===== config.mk =====
export PLATFORM = sky130hd
export DESIGN_NAME = nest_ctrl
export DESIGN_NICKNAME = d
export VERILOG_FILES = /design/src/rtl/nest_pkg.sv /design/src/rtl/nest_bus_decode.sv /design/src/rtl/nest_link_store.sv /design/src/rtl/nest_walker.sv /design/src/rtl/nest_ctrl.sv
export SDC_FILE = /design/constraint.sdc
export NUM_CORES = 1
export LEC_CHECK = 0
export BUFFER_PORTS_ARGS = -buffer_cell sky130_fd_sc_hd__buf_4
export CELL_PAD_IN_SITES_DETAIL_PLACEMENT = 0
export CELL_PAD_IN_SITES_GLOBAL_PLACEMENT = 2
export CORE_MARGIN = 8
export CORE_UTILIZATION = 37
export CTS_BUF_LIST = sky130_fd_sc_hd__clkbuf_8
export CTS_CLUSTER_DIAMETER = 100
export DETAILED_ROUTE_END_ITERATION = 6
export PLACE_DENSITY = 0.86
export SKIP_LAST_GASP = 1
export SYNTH_ARGS = -nofsm -noshare
export SYNTH_HDL_FRONTEND = slang
export SYNTH_SLANG_ARGS = --single-unit
export TNS_END_PERCENT = 20

===== constraint.sdc =====
create_clock -name clk -period 8.21 [get_ports clk]
set_input_delay 0 -clock clk [delete_from_list [all_inputs] [get_ports clk]]
set_output_delay 0 -clock clk [all_outputs]
set_load 0.05 [all_outputs]

===== src/rtl/nest_pkg.sv =====
package nest_pkg;
    localparam int ID_W    = 10;
    localparam int PRIO_W  = 8;
    localparam int RPRIO_W = PRIO_W + 1;
    localparam int ADDR_W  = 8;

    typedef logic [ID_W-1:0] irq_id_t;

    localparam irq_id_t            NO_ID     = irq_id_t'(10'h3FF);
    localparam logic [RPRIO_W-1:0] IDLE_PRIO = 9'h100;

    // software-visible offsets of the two decoded registers
    localparam logic [ADDR_W-1:0] OFS_ACK = 8'h0C;
    localparam logic [ADDR_W-1:0] OFS_EOI = 8'h10;

    typedef struct packed {
        logic    ack;       // acknowledge read accepted
        logic    eoi;       // completion write accepted
        logic    other_rd;  // read of an undecoded offset
        irq_id_t id;        // completion ID
    } bus_cmd_t;
endpackage


===== src/rtl/nest_bus_decode.sv =====
module nest_bus_decode
    import nest_pkg::*;
(
    input  logic              bus_req,
    input  logic              bus_we,
    input  logic [ADDR_W-1:0] bus_addr,
    input  irq_id_t           bus_wdata,
    input  logic              busy,
    output bus_cmd_t          cmd
);
    logic live;
    assign live = bus_req && !busy;

    always_comb begin
        cmd          = '0;
        cmd.ack      = live && !bus_we && (bus_addr == OFS_ACK);
        cmd.other_rd = live && !bus_we && (bus_addr != OFS_ACK);
        cmd.eoi      = live &&  bus_we && (bus_addr == OFS_EOI);
        cmd.id       = bus_wdata;
    end
endmodule


===== src/rtl/nest_link_store.sv =====
module nest_link_store
    import nest_pkg::*;
#(
    parameter int NUM_SRC = 32
) (
    input  logic    clk,
    input  logic    rst,
    input  logic    wr_en,
    input  irq_id_t wr_idx,
    input  irq_id_t wr_data,
    input  irq_id_t ra_idx,
    output irq_id_t ra_data,
    input  irq_id_t rb_idx,
    output irq_id_t rb_data
);
    localparam int SRC_W = (NUM_SRC > 1) ? $clog2(NUM_SRC) : 1;

    irq_id_t link_q [NUM_SRC];

    always_ff @(posedge clk) begin
        if (rst) begin
            for (int i = 0; i < NUM_SRC; i++) link_q[i] <= NO_ID;
        end else if (wr_en && (wr_idx < ID_W'(NUM_SRC))) begin
            link_q[wr_idx[SRC_W-1:0]] <= wr_data;
        end
    end

    // out-of-range reads see the terminator
    assign ra_data = (ra_idx < ID_W'(NUM_SRC)) ? link_q[ra_idx[SRC_W-1:0]] : NO_ID;
    assign rb_data = (rb_idx < ID_W'(NUM_SRC)) ? link_q[rb_idx[SRC_W-1:0]] : NO_ID;
endmodule


===== src/rtl/nest_walker.sv =====
module nest_walker
    import nest_pkg::*;
(
    input  logic    clk,
    input  logic    rst,
    input  logic    start,
    input  irq_id_t start_cur,
    input  irq_id_t start_tgt,
    input  irq_id_t link_cur,   // link of cur
    input  irq_id_t link_tgt,   // link of tgt
    output logic    busy,
    output irq_id_t cur,
    output irq_id_t tgt,
    output logic    wr_en,
    output irq_id_t wr_idx,
    output irq_id_t wr_data
);
    logic hit, stop;

    assign hit  = (link_cur != NO_ID) && (link_cur == tgt);
    assign stop = (link_cur == NO_ID) || hit;

    always_ff @(posedge clk) begin
        if (rst) begin
            busy <= 1'b0;
            cur  <= NO_ID;
            tgt  <= NO_ID;
        end else if (start) begin
            busy <= 1'b1;
            cur  <= start_cur;
            tgt  <= start_tgt;
        end else if (busy) begin
            if (stop) busy <= 1'b0;
            else      cur  <= link_cur;
        end
    end

    // splice: the entry pointing at tgt now points past it
    assign wr_en   = busy && hit;
    assign wr_idx  = cur;
    assign wr_data = link_tgt;
endmodule


===== src/rtl/nest_ctrl.sv =====
module nest_ctrl
    import nest_pkg::*;
#(
    parameter int NUM_SRC = 32
) (
    input  logic                      clk,
    input  logic                      rst,
    input  logic                      bus_req,
    input  logic                      bus_we,
    input  logic [ADDR_W-1:0]         bus_addr,
    input  logic [ID_W-1:0]           bus_wdata,
    output logic                      bus_rvalid,
    output logic [ID_W-1:0]           bus_rdata,
    output logic                      busy,
    input  logic [ID_W-1:0]           hp_id,
    input  logic [NUM_SRC*PRIO_W-1:0] src_prio,
    input  logic [NUM_SRC-1:0]        src_edge,
    input  logic [NUM_SRC-1:0]        src_en,
    input  logic [NUM_SRC-1:0]        src_level,
    output logic [NUM_SRC-1:0]        pend_clr,
    output logic [NUM_SRC-1:0]        pend_set,
    output logic [ID_W-1:0]           run_id,
    output logic [RPRIO_W-1:0]        run_prio
);
    bus_cmd_t cmd;
    irq_id_t  link_a, link_b, walk_cur, walk_tgt, walk_wr_idx, walk_wr_data;
    logic     walk_wr_en, walk_start;
    logic     st_wr_en;
    irq_id_t  st_wr_idx, st_wr_data;
    logic [RPRIO_W-1:0] hp_prio;
    logic     hp_ok, eoi_live, eoi_repend;

    nest_bus_decode u_dec (
        .bus_req(bus_req), .bus_we(bus_we), .bus_addr(bus_addr),
        .bus_wdata(bus_wdata), .busy(busy), .cmd(cmd)
    );

    function automatic logic [RPRIO_W-1:0] prio_sel(input irq_id_t id,
                                                    input logic [NUM_SRC*PRIO_W-1:0] pv);
        logic [RPRIO_W-1:0] r;
        r = IDLE_PRIO;
        for (int i = 0; i < NUM_SRC; i++)
            if (id == ID_W'(i)) r = {1'b0, pv[i*PRIO_W +: PRIO_W]};
        return r;
    endfunction

    function automatic logic [NUM_SRC-1:0] one_hot(input irq_id_t id);
        logic [NUM_SRC-1:0] v;
        for (int i = 0; i < NUM_SRC; i++) v[i] = (id == ID_W'(i));
        return v;
    endfunction

    function automatic logic bit_sel(input irq_id_t id, input logic [NUM_SRC-1:0] v);
        logic r;
        r = 1'b0;
        for (int i = 0; i < NUM_SRC; i++)
            if (id == ID_W'(i)) r = v[i];
        return r;
    endfunction

    always_comb begin
        run_prio   = prio_sel(run_id, src_prio);
        hp_prio    = prio_sel(hp_id, src_prio);
        hp_ok      = (hp_id != NO_ID) && (hp_id < ID_W'(NUM_SRC)) && (hp_prio < run_prio);
        eoi_live   = cmd.eoi && (run_id != NO_ID);
        eoi_repend = eoi_live && !bit_sel(cmd.id, src_edge)
                     && bit_sel(cmd.id, src_en) && bit_sel(cmd.id, src_level);
        walk_start = eoi_live && (cmd.id != run_id);
    end

    // link write: acknowledge records the preempted ID, walker splices
    always_comb begin
        if (cmd.ack && hp_ok) begin
            st_wr_en   = 1'b1;
            st_wr_idx  = hp_id;
            st_wr_data = run_id;
        end else begin
            st_wr_en   = walk_wr_en;
            st_wr_idx  = walk_wr_idx;
            st_wr_data = walk_wr_data;
        end
    end

    nest_link_store #(.NUM_SRC(NUM_SRC)) u_links (
        .clk(clk), .rst(rst),
        .wr_en(st_wr_en), .wr_idx(st_wr_idx), .wr_data(st_wr_data),
        .ra_idx(busy ? walk_cur : run_id), .ra_data(link_a),
        .rb_idx(walk_tgt), .rb_data(link_b)
    );

    nest_walker u_walk (
        .clk(clk), .rst(rst),
        .start(walk_start), .start_cur(run_id), .start_tgt(cmd.id),
        .link_cur(link_a), .link_tgt(link_b),
        .busy(busy), .cur(walk_cur), .tgt(walk_tgt),
        .wr_en(walk_wr_en), .wr_idx(walk_wr_idx), .wr_data(walk_wr_data)
    );

    always_ff @(posedge clk) begin
        if (rst) begin
            run_id     <= NO_ID;
            bus_rvalid <= 1'b0;
            bus_rdata  <= '0;
            pend_clr   <= '0;
            pend_set   <= '0;
        end else begin
            bus_rvalid <= 1'b0;
            pend_clr   <= '0;
            pend_set   <= '0;
            if (cmd.ack) begin
                bus_rvalid <= 1'b1;
                if (hp_ok) begin
                    bus_rdata <= hp_id;
                    run_id    <= hp_id;
                    pend_clr  <= one_hot(hp_id);
                end else begin
                    bus_rdata <= NO_ID;
                end
            end
            if (cmd.other_rd) begin
                bus_rvalid <= 1'b1;
                bus_rdata  <= '0;
            end
            if (eoi_live) begin
                if (eoi_repend)         pend_set <= one_hot(cmd.id);
                if (cmd.id == run_id)   run_id   <= link_a;
            end
        end
    end
endmodule


==> run_results.csv <==
group,metric,value,unit
grt,gr-total-overflow,0,
clock_tree,clk_latency,710,ps
power,power,4.99,mW
synthesis,synth-edff-count,320,
hold_path,hold_path_depth,4,
clock_tree,clkSinkCount,431,
synthesis,yosys_warnings,0,
die,io_pins,479,
grt,grt_pass1_wl,202,mm
synthesis,ys_types,95,
critical_path,cp_data_required_time,8540,ps
clock_tree,post_cts_hold_buffer_count,34,
clock_tree,cts_buffers,78,
routing,wl_per_cell,30.2,um
clock_tree,ctsResizeCount,0,
die,dieArea,88200,um^2
placed_design,portBuffers,478,
grt,grt_pass1_vias,28100,
sta,tns,0,ps
sta,tightest_slew,1250,ps
clock_tree,cts_root_buf,"clkbuf_8",
critical_path,crit_type,"flop to flop",
power,ir_drop,0.0000963,V
critical_path,path_max_fanout,30,
die,die_h,297,um
critical_path,start_kind,"flop",
synthesis,synthCells,3118,
layout,drive_above_1_share,0.259,
layout,area_delta_synth_final,22.4,%
sta,hold_violations,0,
layout,fin_nets,3945,
routing,first_iter_violations,3789,
synthesis,synth_ff_type,"edfxtp_1",
layout,layout.area.seq,11800,um^2
synthesis,synth_top_area_cell,"edfxtp_1",
sta,fmax,137,MHz
critical_path,r2r_setup_slack,930,ps
sta,setup_viol,0,
sta,finalCritPeriodShare,0.887,
power,cellPowerDensity,140,nW/um^2
flow_run,max_cap_viol_count,0,
routing,first_pass_iters,6,
power,p_leak,12.4,nW
sta,slew_violations,0,
critical_path,r2r_cells,20,
critical_path,endpoint_kind,"flop",
sta,layout_min_cycle_time,7280,ps
sta,skew,51.7,ps
clock_tree,clock_path_buffers,3,
synthesis,postSynth.asyncResetShare,0,
die,core.rowCount,103,
synthesis,syn_area,29200,um^2
clock_tree,cts.clk_slew.worst_paths,60,ps
sta,slew_headroom,0.163,
placed_design,gp_congestion,0.984,
status,status,"finished, final reports clean",
routing,drc_errors,0,
synthesis,synth_seq_cells,431,
grt,antenna_found_initial,14,
placed_design,dp_hpwl,103,mm
layout,multi_input_area,16100,um^2
routing,drt_wl_total,141,mm
die,die_w,297,um
synthesis,syn_nets,3510,
sta,rsz0062_at_grt,"false",
routing,num_vias,29300,
synthesis,synthTopCellsByArea,"edfxtp_1 (33%), mux4_2 (11%), nand2_1 (8.6%)",
clock_tree,cts.htree.levels,3,
grt,grt_max_degree,62,
die,start_util,0.372,
synthesis,ys_seq_area_frac,0.405,
routing,viasPerCell,6.25,
layout,nFillCells,7787,
critical_path,cp.arrival,7610,ps
routing,ant_nets,0,
grt,track_usage,0.303,
synthesis,synth.top_cell.area_share,0.329,
synthesis,postSynthAreaPerCell,9.37,um^2
hold_path,hp-class,"primary input to flop",
die,design.core.area,78600,um^2
clock_tree,cts_tree,"yes",
clock_tree,cts_setup_buffers,0,
==> through the flow <==
stage               hold WS (ps)  worst slack, ps  cell area [um^2]   util  cells
global route                69.3              764             35800  0.455   4679
floorplan                    124             1600             29200      -   3118
finish                      84.9              926             35800  0.455   4680
CTS                         19.2             1100             35700  0.455   4667
global placement             254             1210             33800  0.430   4489
detailed placement           256             1110             33800  0.430   4489
==> state kept, by name, indices dropped and copies added, names as in the netlist, named ones only <==
| name | cells |
|---|---|
| bus_rdata | 10 |
| bus_rvalid | 1 |
| pend_clr | 32 |
| pend_set | 32 |
| run_id | 10 |
| u_links.link_q | 320 |
| u_walk.busy | 1 |
| u_walk.cur | 10 |
| u_walk.tgt | 10 |
==> final cells by class <==
type,count,area share
Clock inverter,58,0.0124
Clock buffer,86,0.0331
Antenna cell,13,0.000910
Inverter,50,0.00525
Timing Repair Buffer,613,0.131
Sequential cell,431,0.331
Multi-Input combinational cell,2379,0.449
Tap cell,1050,0.0367
==> kinds of logic after synthesis <==
kind of cell             synth area share
AO/OA/AOI/OAI                       0.176
XOR/XNOR                          0.00450
buffers and inverters              0.0483
multiplexers                        0.162
flip-flops                          0.405
AND/OR/NAND/NOR                     0.201
adder cells (fa/ha/maj)           0.00343
==> power by group <==
group | internal (mW) | total [mW] | leakage [nW] | switching (mW)
registers | 2.33 | 2.33 | 3.07 | 0.00184
logic | 0.219 | 0.511 | 8.46 | 0.292
clock network | 1.12 | 2.15 | 0.910 | 1.03
==> cells in the final DEF (no fill, tap or decap), types with 18 or more instances in the layout <==
| cell type | synthesis | routed |
|---|---|---|
| inv_1 | 47 | 67 |
| nand3_1 | 123 | 123 |
| a32oi_1 | 23 | 23 |
| nor3_1 | 48 | 47 |
| a21oi_1 | 133 | 133 |
| nand2b_1 | 35 | 35 |
| nor2b_1 | 36 | 35 |
| o21ai_0 | 116 | 114 |
| dlygate4sd3_1 | 0 | 34 |
| a21o_1 | 42 | 42 |
| a211oi_1 | 42 | 42 |
| a31oi_1 | 40 | 40 |
| mux2i_1 | 114 | 112 |
| a22oi_1 | 26 | 26 |
| nand2_1 | 667 | 667 |
| o31ai_1 | 20 | 18 |
| mux4_2 | 138 | 138 |
| nor2_1 | 290 | 290 |
| a221oi_1 | 20 | 20 |
| nand4_1 | 29 | 29 |
| edfxtp_1 | 320 | 320 |
| clkbuf_8 | 0 | 86 |
| o22ai_1 | 61 | 61 |
| o2111ai_1 | 22 | 22 |
| dfxtp_1 | 111 | 105 |
| buf_4 | 7 | 578 |
| mux2_2 | 39 | 39 |
==> worst max-delay path, cell delays in order, from the launching register on <==
cell	delay (ps)
dfxtp_1	420
or4_1	790
nor4_2	720
a221oi_1	170
a21oi_1	160
nand2_1	60
o2111ai_1	140
a221oi_1	120
o22ai_1	300
o211ai_1	150
a221o_1	410
and4_1	170
ha_1	300
and3_1	200
a221o_1	340
a2111o_1	470
buf_4	220
a21o_4	340
o32ai_4	590
buf_4	340
a21o_1	480
==> synthesized netlist by cell type, drive strengths merged (49+ instances only) <==
cell,instances
nand2,667
nor2,292
o22ai,61
a21oi,134
inv,49
mux4,138
mux2i,115
buf,140
o21ai,120
dfxtp,111
clkbuf,118
a31oi,51
nor3,51
edfxtp,320
nand3,123
==> metal layers <==
metal,vias up,track usage,share of wire
met1,14200,0.386,0.38
met4,2,0.151,0.054
met3,375,0.0623,0.10
li1,12700,-,-
met5,-,0,0.000085
met2,2020,0.490,0.46
==> worst paths after layout <==
path,to,start
setup / recovery,u_links.link_q[27][3],run_id[6]
hold / removal,bus_rdata[0],bus_addr[3]
setup reg to reg,u_links.link_q[27][3],run_id[6]
hold reg to reg,bus_rdata[5],bus_rdata[5]
Note: power is estimated with default switching activity, not from simulation.
